<file path="src/rtl/tdm_pkg.sv">
package tdm_pkg;
  typedef struct packed {
    logic rise;
    logic fall;
  } sck_evt_t;
endpackage

</file>
<file path="src/rtl/tdm_frame_ctr.sv">
module tdm_frame_ctr #(
  parameter int BIT_W  = 5,
  parameter int SLOT_W = 4
) (
  input  logic                clk_i,
  input  logic                rst_ni,
  input  logic                sck_i,
  input  logic                fs_i,
  input  logic                halt_i,
  input  logic [BIT_W-1:0]    word_last_i,
  input  logic [SLOT_W-1:0]   slot_last_i,
  output tdm_pkg::sck_evt_t   evt_o,
  output logic [BIT_W-1:0]    bit_o,
  output logic [BIT_W-1:0]    nxt_bit_o,
  output logic [SLOT_W-1:0]   slot_o,
  output logic [SLOT_W-1:0]   nxt_slot_o
);
  logic sck_q;
  logic [BIT_W-1:0]  bit_q;
  logic [SLOT_W-1:0] slot_q;

  assign evt_o.rise = sck_i & ~sck_q & ~halt_i;
  assign evt_o.fall = ~sck_i & sck_q & ~halt_i;

  always_comb begin
    nxt_bit_o  = bit_q + BIT_W'(1);
    nxt_slot_o = slot_q;
    if (fs_i) begin
      nxt_bit_o  = '0;
      nxt_slot_o = '0;
    end else if (bit_q == word_last_i) begin
      nxt_bit_o  = '0;
      nxt_slot_o = (slot_q == slot_last_i) ? '0 : slot_q + SLOT_W'(1);
    end
  end

  always_ff @(posedge clk_i or negedge rst_ni) begin
    if (!rst_ni) begin
      sck_q  <= 1'b0;
      bit_q  <= '0;
      slot_q <= '0;
    end else begin
      sck_q <= sck_i;
      if (evt_o.rise) begin
        bit_q  <= nxt_bit_o;
        slot_q <= nxt_slot_o;
      end
    end
  end

  assign bit_o  = bit_q;
  assign slot_o = slot_q;


  fs_sync_chk: assert property (@(posedge clk_i) disable iff (!rst_ni)
    evt_o.rise && fs_i |=> (slot_o == '0) && (bit_o == '0));

  slot_wrap_chk: assert property (@(posedge clk_i) disable iff (!rst_ni)
    evt_o.rise && !fs_i && (bit_o == word_last_i) && (slot_o == slot_last_i) |=> slot_o == '0);

  halt_hold_chk: assert property (@(posedge clk_i) disable iff (!rst_ni)
    halt_i |=> $stable(slot_o) && $stable(bit_o));
endmodule

</file>
<file path="src/rtl/tdm_xfer_ctl.sv">
module tdm_xfer_ctl #(
  parameter int BIT_W  = 5,
  parameter int SLOT_N = 16,
  parameter int SLOT_W = 4,
  parameter int IDX_W  = 2
) (
  input  logic              clk_i,
  input  logic              rst_ni,
  input  logic              fall_i,
  input  logic [BIT_W-1:0]  bit_i,
  input  logic [SLOT_W-1:0] slot_i,
  input  logic [BIT_W-1:0]  word_last_i,
  input  logic [SLOT_N-1:0] slot_en_i,
  input  logic [IDX_W-1:0]  blen_i,
  output logic [IDX_W-1:0]  idx_o,
  output logic              store_o,
  output logic              xfer_o,
  output logic              irq_o
);
  logic [IDX_W-1:0] idx_q;
  logic             irq_q;

  // last bit of an enabled slot has been sampled
  assign store_o = fall_i && (bit_i == word_last_i) && slot_en_i[slot_i];
  assign xfer_o  = store_o && (idx_q >= blen_i);

  always_ff @(posedge clk_i or negedge rst_ni) begin
    if (!rst_ni) begin
      idx_q <= '0;
      irq_q <= 1'b0;
    end else begin
      irq_q <= xfer_o;
      if (store_o) idx_q <= xfer_o ? '0 : idx_q + IDX_W'(1);
    end
  end

  assign idx_o = idx_q;
  assign irq_o = irq_q;


  irq_single_chk: assert property (@(posedge clk_i) disable iff (!rst_ni)
    irq_o |=> !irq_o);

  idx_restart_chk: assert property (@(posedge clk_i) disable iff (!rst_ni)
    xfer_o |=> idx_o == '0);
endmodule

</file>
<file path="src/rtl/tdm_tx_path.sv">
module tdm_tx_path #(
  parameter int WORD_W = 20,
  parameter int BIT_W  = 5,
  parameter int SLOT_N = 16,
  parameter int SLOT_W = 4,
  parameter int BUF_N  = 4,
  parameter int IDX_W  = 2
) (
  input  logic              clk_i,
  input  logic              rst_ni,
  input  logic              wr_en_i,
  input  logic [IDX_W-1:0]  wr_idx_i,
  input  logic [WORD_W-1:0] wr_data_i,
  input  logic [IDX_W-1:0]  blen_i,
  input  logic              xfer_i,
  input  logic              unf_repeat_i,
  input  logic              rise_i,
  input  logic [BIT_W-1:0]  nxt_bit_i,
  input  logic [SLOT_W-1:0] nxt_slot_i,
  input  logic [BIT_W-1:0]  word_last_i,
  input  logic [SLOT_N-1:0] slot_en_i,
  input  logic [IDX_W-1:0]  idx_i,
  input  logic              hiz_i,
  output logic              sdo_o,
  output logic              oe_o
);
  logic [WORD_W-1:0] buf_q    [BUF_N];
  logic [WORD_W-1:0] shadow_q [BUF_N];
  logic [BUF_N-1:0]  fresh_q;
  logic [WORD_W-1:0] cur_w;
  logic [BIT_W-1:0]  pos;
  logic              nxt_en;
  logic              sdo_q, oe_q;

  assign cur_w  = shadow_q[idx_i];
  assign pos    = word_last_i - nxt_bit_i;
  assign nxt_en = slot_en_i[nxt_slot_i];

  always_ff @(posedge clk_i or negedge rst_ni) begin
    if (!rst_ni) begin
      for (int i = 0; i < BUF_N; i++) begin
        buf_q[i]    <= '0;
        shadow_q[i] <= '0;
      end
      fresh_q <= '0;
    end else begin
      for (int i = 0; i < BUF_N; i++) begin
        if (wr_en_i && (int'(wr_idx_i) == i)) buf_q[i] <= wr_data_i;
        if (xfer_i && (i <= int'(blen_i))) begin
          // unwritten location: repeat or silence
          shadow_q[i] <= (fresh_q[i] || unf_repeat_i) ? buf_q[i] : '0;
          fresh_q[i]  <= wr_en_i && (int'(wr_idx_i) == i);
        end else if (wr_en_i && (int'(wr_idx_i) == i)) begin
          fresh_q[i] <= 1'b1;
        end
      end
    end
  end

  always_ff @(posedge clk_i or negedge rst_ni) begin
    if (!rst_ni) begin
      sdo_q <= 1'b0;
      oe_q  <= 1'b0;
    end else if (rise_i) begin
      sdo_q <= nxt_en ? cur_w[pos] : 1'b0;
      oe_q  <= nxt_en | ~hiz_i;
    end
  end

  assign sdo_o = sdo_q;
  assign oe_o  = oe_q;


  quiet_chk: assert property (@(posedge clk_i) disable iff (!rst_ni)
    !oe_o |-> !sdo_o);

  low_unused_chk: assert property (@(posedge clk_i) disable iff (!rst_ni)
    rise_i && !slot_en_i[nxt_slot_i] |=> !sdo_o);

  drive_unused_chk: assert property (@(posedge clk_i) disable iff (!rst_ni)
    rise_i && !hiz_i |=> oe_o);
endmodule

</file>
<file path="src/rtl/tdm_rx_path.sv">
module tdm_rx_path #(
  parameter int WORD_W = 20,
  parameter int BIT_W  = 5,
  parameter int BUF_N  = 4,
  parameter int IDX_W  = 2
) (
  input  logic              clk_i,
  input  logic              rst_ni,
  input  logic              fall_i,
  input  logic              sdi_i,
  input  logic              store_i,
  input  logic              xfer_i,
  input  logic [IDX_W-1:0]  idx_i,
  input  logic [BIT_W-1:0]  word_last_i,
  input  logic [IDX_W-1:0]  blen_i,
  input  logic [IDX_W-1:0]  rd_idx_i,
  output logic [WORD_W-1:0] rd_data_o
);
  logic [WORD_W-1:0] sh_q, sh_nxt, mask, word_new;
  logic [WORD_W-1:0] shadow_q [BUF_N];
  logic [WORD_W-1:0] rbuf_q   [BUF_N];

  assign sh_nxt   = {sh_q[WORD_W-2:0], sdi_i};
  assign mask     = {WORD_W{1'b1}} >> (WORD_W - 1 - int'(word_last_i));
  assign word_new = sh_nxt & mask;

  always_ff @(posedge clk_i or negedge rst_ni) begin
    if (!rst_ni) begin
      sh_q <= '0;
      for (int i = 0; i < BUF_N; i++) begin
        shadow_q[i] <= '0;
        rbuf_q[i]   <= '0;
      end
    end else begin
      if (fall_i) sh_q <= sh_nxt;
      if (store_i) shadow_q[idx_i] <= word_new;
      if (xfer_i) begin
        for (int i = 0; i < BUF_N; i++) begin
          // word finishing this cycle bypasses its shadow entry
          if (i <= int'(blen_i))
            rbuf_q[i] <= (i == int'(idx_i)) ? word_new : shadow_q[i];
        end
      end
    end
  end

  assign rd_data_o = rbuf_q[rd_idx_i];


  rx_width_chk: assert property (@(posedge clk_i) disable iff (!rst_ni)
    xfer_i && (rd_idx_i == idx_i) |=>
      ($past(rd_idx_i) != rd_idx_i) || ((rd_data_o & ~$past(mask)) == '0));
endmodule

</file>
<file path="src/rtl/tdm_slot_engine.sv">
module tdm_slot_engine #(
  parameter int WORD_W = 20,
  parameter int SLOT_N = 16,
  parameter int BUF_N  = 4,
  localparam int BIT_W  = $clog2(WORD_W),
  localparam int SLOT_W = $clog2(SLOT_N),
  localparam int IDX_W  = $clog2(BUF_N)
) (
  input  logic              clk_i,
  input  logic              rst_ni,
  input  logic              sck_i,
  input  logic              fs_i,
  input  logic              sdi_i,
  input  logic [SLOT_N-1:0] slot_en_i,
  input  logic [SLOT_W-1:0] slot_last_i,
  input  logic [BIT_W-1:0]  word_last_i,
  input  logic [IDX_W-1:0]  blen_i,
  input  logic              hiz_unused_i,
  input  logic              unf_repeat_i,
  input  logic              loopback_i,
  input  logic              idle_stop_i,
  input  logic              idle_req_i,
  input  logic              wr_en_i,
  input  logic [IDX_W-1:0]  wr_idx_i,
  input  logic [WORD_W-1:0] wr_data_i,
  input  logic [IDX_W-1:0]  rd_idx_i,
  output logic [WORD_W-1:0] rd_data_o,
  output logic              sdo_o,
  output logic              sdo_oe_o,
  output logic [SLOT_W-1:0] slot_o,
  output logic              irq_o
);
  tdm_pkg::sck_evt_t evt;
  logic [BIT_W-1:0]  bit_cur, bit_nxt;
  logic [SLOT_W-1:0] slot_cur, slot_nxt;
  logic [IDX_W-1:0]  idx;
  logic              store, xfer, halt, sdi_eff, sdo_int;

  assign halt    = idle_stop_i & idle_req_i;
  assign sdi_eff = loopback_i ? sdo_int : sdi_i;

  tdm_frame_ctr #(.BIT_W(BIT_W), .SLOT_W(SLOT_W)) u_frame (
    .clk_i, .rst_ni, .sck_i, .fs_i, .halt_i(halt),
    .word_last_i, .slot_last_i,
    .evt_o(evt), .bit_o(bit_cur), .nxt_bit_o(bit_nxt),
    .slot_o(slot_cur), .nxt_slot_o(slot_nxt)
  );

  tdm_xfer_ctl #(.BIT_W(BIT_W), .SLOT_N(SLOT_N), .SLOT_W(SLOT_W), .IDX_W(IDX_W)) u_xfer (
    .clk_i, .rst_ni, .fall_i(evt.fall), .bit_i(bit_cur), .slot_i(slot_cur),
    .word_last_i, .slot_en_i, .blen_i,
    .idx_o(idx), .store_o(store), .xfer_o(xfer), .irq_o
  );

  tdm_tx_path #(.WORD_W(WORD_W), .BIT_W(BIT_W), .SLOT_N(SLOT_N), .SLOT_W(SLOT_W),
                .BUF_N(BUF_N), .IDX_W(IDX_W)) u_tx (
    .clk_i, .rst_ni, .wr_en_i, .wr_idx_i, .wr_data_i, .blen_i,
    .xfer_i(xfer), .unf_repeat_i, .rise_i(evt.rise),
    .nxt_bit_i(bit_nxt), .nxt_slot_i(slot_nxt), .word_last_i, .slot_en_i,
    .idx_i(idx), .hiz_i(hiz_unused_i), .sdo_o(sdo_int), .oe_o(sdo_oe_o)
  );

  tdm_rx_path #(.WORD_W(WORD_W), .BIT_W(BIT_W), .BUF_N(BUF_N), .IDX_W(IDX_W)) u_rx (
    .clk_i, .rst_ni, .fall_i(evt.fall), .sdi_i(sdi_eff), .store_i(store),
    .xfer_i(xfer), .idx_i(idx), .word_last_i, .blen_i, .rd_idx_i, .rd_data_o
  );

  assign sdo_o  = sdo_int;
  assign slot_o = slot_cur;
endmodule

</file>
<file path="config.mk">
export PLATFORM = sky130hd
export DESIGN_NAME = tdm_slot_engine
export DESIGN_NICKNAME = d
export VERILOG_FILES = /design/src/rtl/tdm_pkg.sv /design/src/rtl/tdm_frame_ctr.sv /design/src/rtl/tdm_xfer_ctl.sv /design/src/rtl/tdm_tx_path.sv /design/src/rtl/tdm_rx_path.sv /design/src/rtl/tdm_slot_engine.sv
export SDC_FILE = /design/constraint.sdc
export NUM_CORES = 1
export LEC_CHECK = 0
export ABC_AREA = 0
export ABC_CLOCK_PERIOD_IN_PS = 8860
export BUFFER_PORTS_ARGS = -buffer_cell sky130_fd_sc_hd__buf_4
export CORE_MARGIN = 5
export CORE_UTILIZATION = 55
export CTS_CLUSTER_SIZE = 20
export DETAILED_ROUTE_END_ITERATION = 16
export PLACE_DENSITY = 0.73
export SLEW_MARGIN = 20
export SYNTH_ARGS = -nofsm -noshare
export SYNTH_HDL_FRONTEND = slang
export SYNTH_SLANG_ARGS = --single-unit
</file>
<file path="constraint.sdc">
create_clock -name clk_i -period 8.86 [get_ports clk_i]
set_input_delay 0 -clock clk_i [delete_from_list [all_inputs] [get_ports clk_i]]
set_output_delay 0 -clock clk_i [all_outputs]
set_load 0.005 [all_outputs]
</file>
== Word-level counts from Yosys, hierarchy flattened ==
Index checks and enable logic that the tools add are counted.
Word-level totals
  bits of input ports: 62
  bits in registers: 358
  output and inout port bits: 27
  logic and storage cells: 128
Operators by class
  order comparisons: 10
  muxes and demuxes: 39
  shift-type cells: 1
  equal/unequal tests: 8
  $add $sub $neg: 5
  bitwise gates (word level): 13
  reduce and logical (&&, ||, !) cells: 24
Operator list (count)
  $mux 20: 13
  $bmux 20 s2: 2
  $bwmux 80: 1
  $demux 20 s2: 1
  $shr 20x32->20 const A: 1
  $and 20x20->20: 1
  $mux 1: 13
  $mux 4: 3
  $logic_and 1x1->1: 11
  $lt 4x5->1 const B: 2
  $mux 5: 2
  $bmux 1 s4: 2
  $reduce_bool 2->1: 4
  $ge 3x3->1 const B: 2
  $lt 5x6->1 const B: 1
  $not 2->3: 2
  $reduce_and 2->1: 3
  $sub 5x5->6 const A: 1
  $add 5x1->5 const B: 1
  $and 1x1->1: 5
  $bmux 1 s5: 1
  $eq 5x5->1: 1
  $sub 5x5->5: 1
  $add 4x1->4 const B: 1
  other kinds (15): 25

== Logic depth before layout (Yosys ltp) ==
  depth in word-level cells: 8
  depth in mapped cells: 16
  depth with buffers taken out: 15

== By module ==
A second synthesis with hierarchy kept.
Second synthesis, totals
  cell total of the unflattened synthesis: 1476
  area total of the unflattened synthesis: 16448.3 um^2
By module, submodules not included
  tdm_rx_path: seq. area each 4479.3 um^2, cells an instance 798, area each 8049.0 um^2, times used 1
  tdm_tx_path: seq. area each 4154.0 um^2, cells an instance 543, area each 7190.6 um^2, times used 1
  tdm_frame_ctr: seq. area each 250.2 um^2, cells an instance 104, area each 819.5 um^2, times used 1
  tdm_xfer_ctl: seq. area each 75.1 um^2, cells an instance 29, area each 367.9 um^2, times used 1
  tdm_slot_engine: seq. area each 0.0 um^2, cells an instance 2, area each 21.3 um^2, times used 1

== Least setup slack after synthesis ==
No wires, ideal clock.
  path kind: reg-to-reg
  start: register u_frame.bit_q[0], in the netlist u_frame.bit_o[0]
  end: register u_tx.sdo_q, in the netlist u_tx.sdo_o
  arrival: 3287 ps
  data required time: 8731 ps
  cell stages (with the launch flop): 14
  path buffers: 2
  clock period less this slack: 3416 ps
  setup time: 129 ps
  path slack: 5444 ps
  path through: dfrtp_1 xnor2_1 nand3_1 nor2_2 nor3_1 ha_1 clkbuf_1 clkbuf_1 mux4_2 mux4_2 nand3_1 a21oi_1 a211oi_1 a211oi_1
On the way
  longest elaborated chain between the ends: 7
  elaborated cells on any way between the ends: 12
  those cells by class: add/sub (2); eq/ne (1); mux (9)
RTL lines
  start: declaration: line tdm_frame_ctr.sv:19  | logic [BIT_W-1:0] bit_q;
  start signal: assignment: line tdm_frame_ctr.sv:45  | bit_q <= nxt_bit_o;
  $add 5x1->5 / $eq 5x5->1 (equally long branches): line tdm_frame_ctr.sv:26, tdm_frame_ctr.sv:31
  $mux 5 (*): line tdm_frame_ctr.sv:31  | end else if (bit_q == word_last_i) begin
  $mux 5 (*): line tdm_frame_ctr.sv:28  | if (fs_i) begin
  net bit_nxt[0]: line tdm_slot_engine.sv:34  | logic [BIT_W-1:0] bit_cur, bit_nxt;
  $sub 5x5->5 (*): line tdm_tx_path.sv:36  | assign pos = word_last_i - nxt_bit_i;
  $bmux 1 s5 (*): line tdm_tx_path.sv:65  | sdo_q <= nxt_en ? cur_w[pos] : 1'b0;
  $mux 1 (not written as such) (*): line tdm_tx_path.sv:65
  $mux 1 (*): line tdm_tx_path.sv:65
  end signal: assignment: line tdm_tx_path.sv:65
  end: declaration: line tdm_tx_path.sv:33  | logic sdo_q, oe_q;
Mark *: on every way through the listed nets, which the timed path passes. The rest lies on a longest branch. The select of a mux whose other input is x is not followed.
A chain may end at the register's enable or synchronous reset.

== Worst setup path after layout ==
  start: register u_frame.slot_q[0], in the netlist u_frame.slot_o[0]
  end: register u_tx.shadow_q[0] (netlist name)
On the way
  longest elaborated chain between the ends: 5
RTL lines
  start: declaration: line tdm_frame_ctr.sv:20  | logic [SLOT_W-1:0] slot_q;
  start signal: assignment: line tdm_frame_ctr.sv:46  | slot_q <= nxt_slot_o;
  $bmux 1 s4: line tdm_xfer_ctl.sv:24  | assign store_o = fall_i && (bit_i == word_last_i) && slot_en_i[slot_i];
  $mux 1 (not written as such): line tdm_xfer_ctl.sv:24
  $logic_and 1x1->1: line tdm_xfer_ctl.sv:24
  $logic_and 1x1->1: line tdm_xfer_ctl.sv:25  | assign xfer_o = store_o && (idx_q >= blen_i);
  $logic_and 1x1->1: line tdm_tx_path.sv:49  | if (xfer_i && (i <= int'(blen_i))) begin
  end signal: indexed assignment: line tdm_tx_path.sv:51  | shadow_q[i] <= (fresh_q[i] || unf_repeat_i) ? buf_q[i] : '0;
  end: declaration: line tdm_tx_path.sv:28  | logic [WORD_W-1:0] shadow_q [BUF_N];
Every way passes these cells. The select of a mux whose other input is x is not followed.

==> key figures <==
Logic synthesis
  • Most common cell in the netlist: nand2_1
  • Register area share after synthesis: 0.5378
  • Area contributors post-synth: dfrtp_1 (54%), nand2_1 (8.5%), mux2_2 (7.2%), mux4_2 (6.5%), o21ai_0 (5.7%)
  • Yosys warns: 0
  • Post-Synthesis Cells: 1,530
  • Synthesized area per cell: 10.89 um2
  • Mapped Area: 16,660 um2
  • Main combinational cell family by area after synthesis: multiplexers
  • Post-synth top area share: 0.5378
  • XOR/XNOR Fraction of Synth Area: 0.009990
  • Post-synthesis adder-cell area fraction: 0.01172
  • EDFF count, synth: 0
  • Unique masters post-synth: 58
  • Seq cells post-synth: 358
  • Post-synth net total: 1,607
  • Simple logic cell fraction of the synthesized area: 0.1324
  • Post-synth top area cell: dfrtp_1
  • Main synth FF type: dfrtp_1
  • Post-synthesis compound-gate area fraction: 0.08608
  • Mux cell area share after synthesis: 0.1901
  • Async SR Flop Fraction: 1.000
  • Post-synth top cells: nand2_1 (376), dfrtp_1 (358), o21ai_0 (190)

Cells and area
  • Core Util, Final: 0.6353
  • Nets@finish: 1,677
  • Share of layout cells above drive strength 1: 0.1996
  • Multi-input logic area: 7176 um2
  • Antenna diodes: 0
  • Fill cell count: 2,381
  • Area Growth Syn to Fin: 13.65%
  • Register area: 8959 um2

Worst setup path
  • RR Endpoint: u_tx.shadow_q[0]$_DFFE_PN0P_
  • Most used cell, CP: mux4_2
  • Worst flop-to-flop path startpoint: u_frame.slot_o[0]$_DFFE_PN0P_
  • Worst path required time: 9.24 ns
  • Worst Reg-to-Reg Cells: 8
  • Arrival time of the worst setup path: 5.12 ns
  • Kind of critical path: reg2reg
  • Startpoint types: flop
  • Buffers & Inverters on Critical Path: 2
  • Slowest stage delay, CP: 0.95 ns
  • Worst setup EP type: flop
  • CP Max Fanout: 63
  • R2r setup slk: 4.12 ns
  • Critical path's slowest cell: dfrtp_1
  • Cell family with most CP delay: simple AND/OR/NAND/NOR gates
  • Ordered cell list for the critical path: mux4_2 > mux4_2 > and3_1 > nand2_4 > inv_4 > nand3_2 > buf_4 > o21ai_0

Die
  • Row cnt: 63
  • Area of the core: 29,800 um2
  • Die span in y: 184.0 um
  • Starting density of the core: 0.5590
  • Die area: 33,870 um2
  • Die Width: 184.0 um
  • I/O pin count: 89

Clocking
  • CTS tree: done
  • Clock sink total: 358
  • CTS Buf Count: 36
  • Root buf cell: clkbuf_16
  • CTS H-tree lvls: 2
  • Clk slew on worst S/H paths: 0.06 ns
  • Clock Path Buffers: 3
  • Worst skew pair latency: 0.53 ns
  • Cells resized by post-CTS repair: 0

STA
  • Slew Limit Fails: 0
  • RSZ-0062 raised after global routing: no
  • Final Hold Fails: 0
  • Max-slew headroom: 0.2361
  • Worst-Margin Slew: 1.145 ns
  • Setup TNS Final: 0 ns
  • Hold slack final: 0.01992 ns
  • Setup Skew: 0.02159 ns
  • Max frequency: 211.0 MHz
  • Final Cycle Share: 0.5350
  • Final min period: 4.740 ns
  • Final setup margin: 4.120 ns
  • Final count of negative-setup-slack endpoints: 0

Detailed routing
  • Avg WL per Cell: 19.84 um
  • ANT nets after route: 0
  • DR vias: 11,820
  • Drt first pass iters: 5
  • 1st-iter DRT viols: 911
  • DRC Markers: 0
  • Via/cell ratio: 5.872
  • Final WL: 39,930 um

Power
  • Combinational fraction of design power: 0.136
  • Total leakage power: 8.587 nW
  • Pint: 2.874 mW
  • Power per cell area: 204.7 nW/um2
  • NetSw: 999.8 uW
  • VDD IR max: 0.1596 mV
  • Switch share: 0.2581
  • Total Power: 3.874 mW
  • Register share of total power: 0.478
  • Clock Power Share: 0.386

GRT
  • GRT Util Overall: 0.2396
  • Vias in the first global route: 12,240
  • Largest net degree at the start of global routing: 180
  • First-pass GRT wire length: 65,250 um
  • Initial antenna violation count: 0
  • Grt ovf: 0

Placement
  • Dpl ws: 4.146 ns
  • GPL Wtd Cong: 0.8911
  • DP HPWL: 24,700 um
  • Port bufs: 88

Flow run
  • Max-Cap Viols: 0

Status
  • Status: complete, no violations

Hold path
  • Hold Startpoint: wr_idx_i[1]
  • Worst Hold Depth: 4
  • Hold path endpoint: u_tx.fresh_q[3]$_DFFE_PN0P_
  • Hold WC Path Type: in2reg
[timing repair]
item	CTS	global route
hold endpoints to repair	208	0
hold buffers	30	0
buffers inserted	0	0
[flip-flops by register name, indices dropped and copies added, names as in the netlist]
register and cells:
u_frame.slot_o 4, u_rx.sh_q 19, u_tx.oe_o 1, u_frame.bit_o 5, u_tx.fresh_q 4, u_xfer.irq_o 1
u_rx.rbuf_q 80, u_rx.shadow_q 80, u_tx.sdo_o 1, u_xfer.idx_o 2, u_tx.shadow_q 80, u_tx.buf_q 80
u_frame.sck_q 1
[layer usage]
metal	GRT usage	wire length, um	vias to the layer above
met3	0.03047	1722	89
met4	0.06980	963	0
met1	0.3203	16910	5955
li1	-	-	5462
met5	0	0	-
met2	0.4144	20330	314
[cell type report]
class                      count  area share
sequential                   358      0.4732
multi-input combinational   1055      0.3790
timing repair buffer         135     0.05856
clock inverter                 5    0.003040
clock buffer                  56     0.05744
tap                          390     0.02578
inverter                      14    0.002908
[through the flow]
| step | instance area (um2) | instances |
|---|---|---|
| 6_report | 18930 | 2013 |
| 5_1_grt | 18930 | 2013 |
| 3_3_place_gp | 17490 | 1922 |
| 4_1_cts | 18930 | 2013 |
| 2_1_floorplan | 16660 | 1530 |
| 3_5_place_dp | 17490 | 1922 |
[kinds of logic (layout without fill, tap and decap cells)]
group,Yosys count,after routing
AND/OR/NAND/NOR,516,516
adder cells (fa/ha/maj),15,15
AO/OA/AOI/OAI,262,262
flip-flops,358,358
multiplexers,243,243
XOR/XNOR,19,19
buffers and inverters,117,210
[how the worst max path moves through the flow]
stage	from	slack, ns	cells after the start	end
4_1_cts	u_frame.slot_o[0]$_DFFE_PN0P_	4.15	8	u_tx.shadow_q[0]$_DFFE_PN0P_
5_1_grt	u_frame.slot_o[0]$_DFFE_PN0P_	3.85	8	u_tx.shadow_q[0]$_DFFE_PN0P_
6_report	u_frame.slot_o[0]$_DFFE_PN0P_	4.12	8	u_tx.shadow_q[0]$_DFFE_PN0P_
2_1_floorplan	u_frame.bit_o[0]$_DFFE_PN0P_	5.44	13	u_tx.sdo_o$_DFFE_PN0P_
3_5_place_dp	u_frame.slot_o[0]$_DFFE_PN0P_	4.15	8	u_tx.shadow_q[13]$_DFFE_PN0P_
3_3_place_gp	u_frame.slot_o[0]$_DFFE_PN0P_	4.30	8	u_tx.shadow_q[0]$_DFFE_PN0P_
[worst min-delay path: stages]
cell and delay [ns]:
buf_4 0.10, nand3_1 0.06, buf_4 0.25, nand2_1 0.09
[cell usage in the layout, fill, tap and decap left out, types with 3 or more instances in the layout]
master | Yosys | final
nand2_1 | 376 | 376
dfrtp_1 | 358 | 358
o21ai_0 | 190 | 190
mux2_2 | 107 | 107
buf_4 | 14 | 103
mux2i_1 | 88 | 88
nand3_1 | 62 | 62
mux4_2 | 48 | 48
clkbuf_16 | 0 | 37
dlygate4sd3_1 | 0 | 30
o21ai_1 | 21 | 21
xnor2_1 | 15 | 15
ha_1 | 14 | 14
and3_1 | 13 | 13
nor2_1 | 14 | 13
inv_1 | 12 | 12
a21oi_1 | 12 | 12
clkbuf_1 | 52 | 10
clkbuf_8 | 0 | 9
nor3_1 | 6 | 6
and2_1 | 6 | 6
a211oi_1 | 6 | 6
or2_2 | 5 | 5
nand3b_1 | 5 | 5
o21a_1 | 5 | 5
xor2_1 | 4 | 4
a21o_1 | 4 | 4
nand4_1 | 4 | 4
and4_1 | 4 | 4
nor4_1 | 4 | 4
a22oi_1 | 4 | 4
nand2b_1 | 3 | 3
a31oi_1 | 3 | 3
[power by group through the flow]
stage | combinational (mW) | clock [mW] | sequential [mW]
final | 0.525 | 1.50 | 1.85
after global routing | 0.576 | 1.58 | 1.87
after CTS | 0.528 | 1.51 | 1.85
after detailed placement | 0.515 | 0 | 1.88
after global placement | 0.503 | 0 | 1.87
after floorplan | 0.364 | 0 | 1.84
Note: power is estimated with default switching activity, not from simulation.
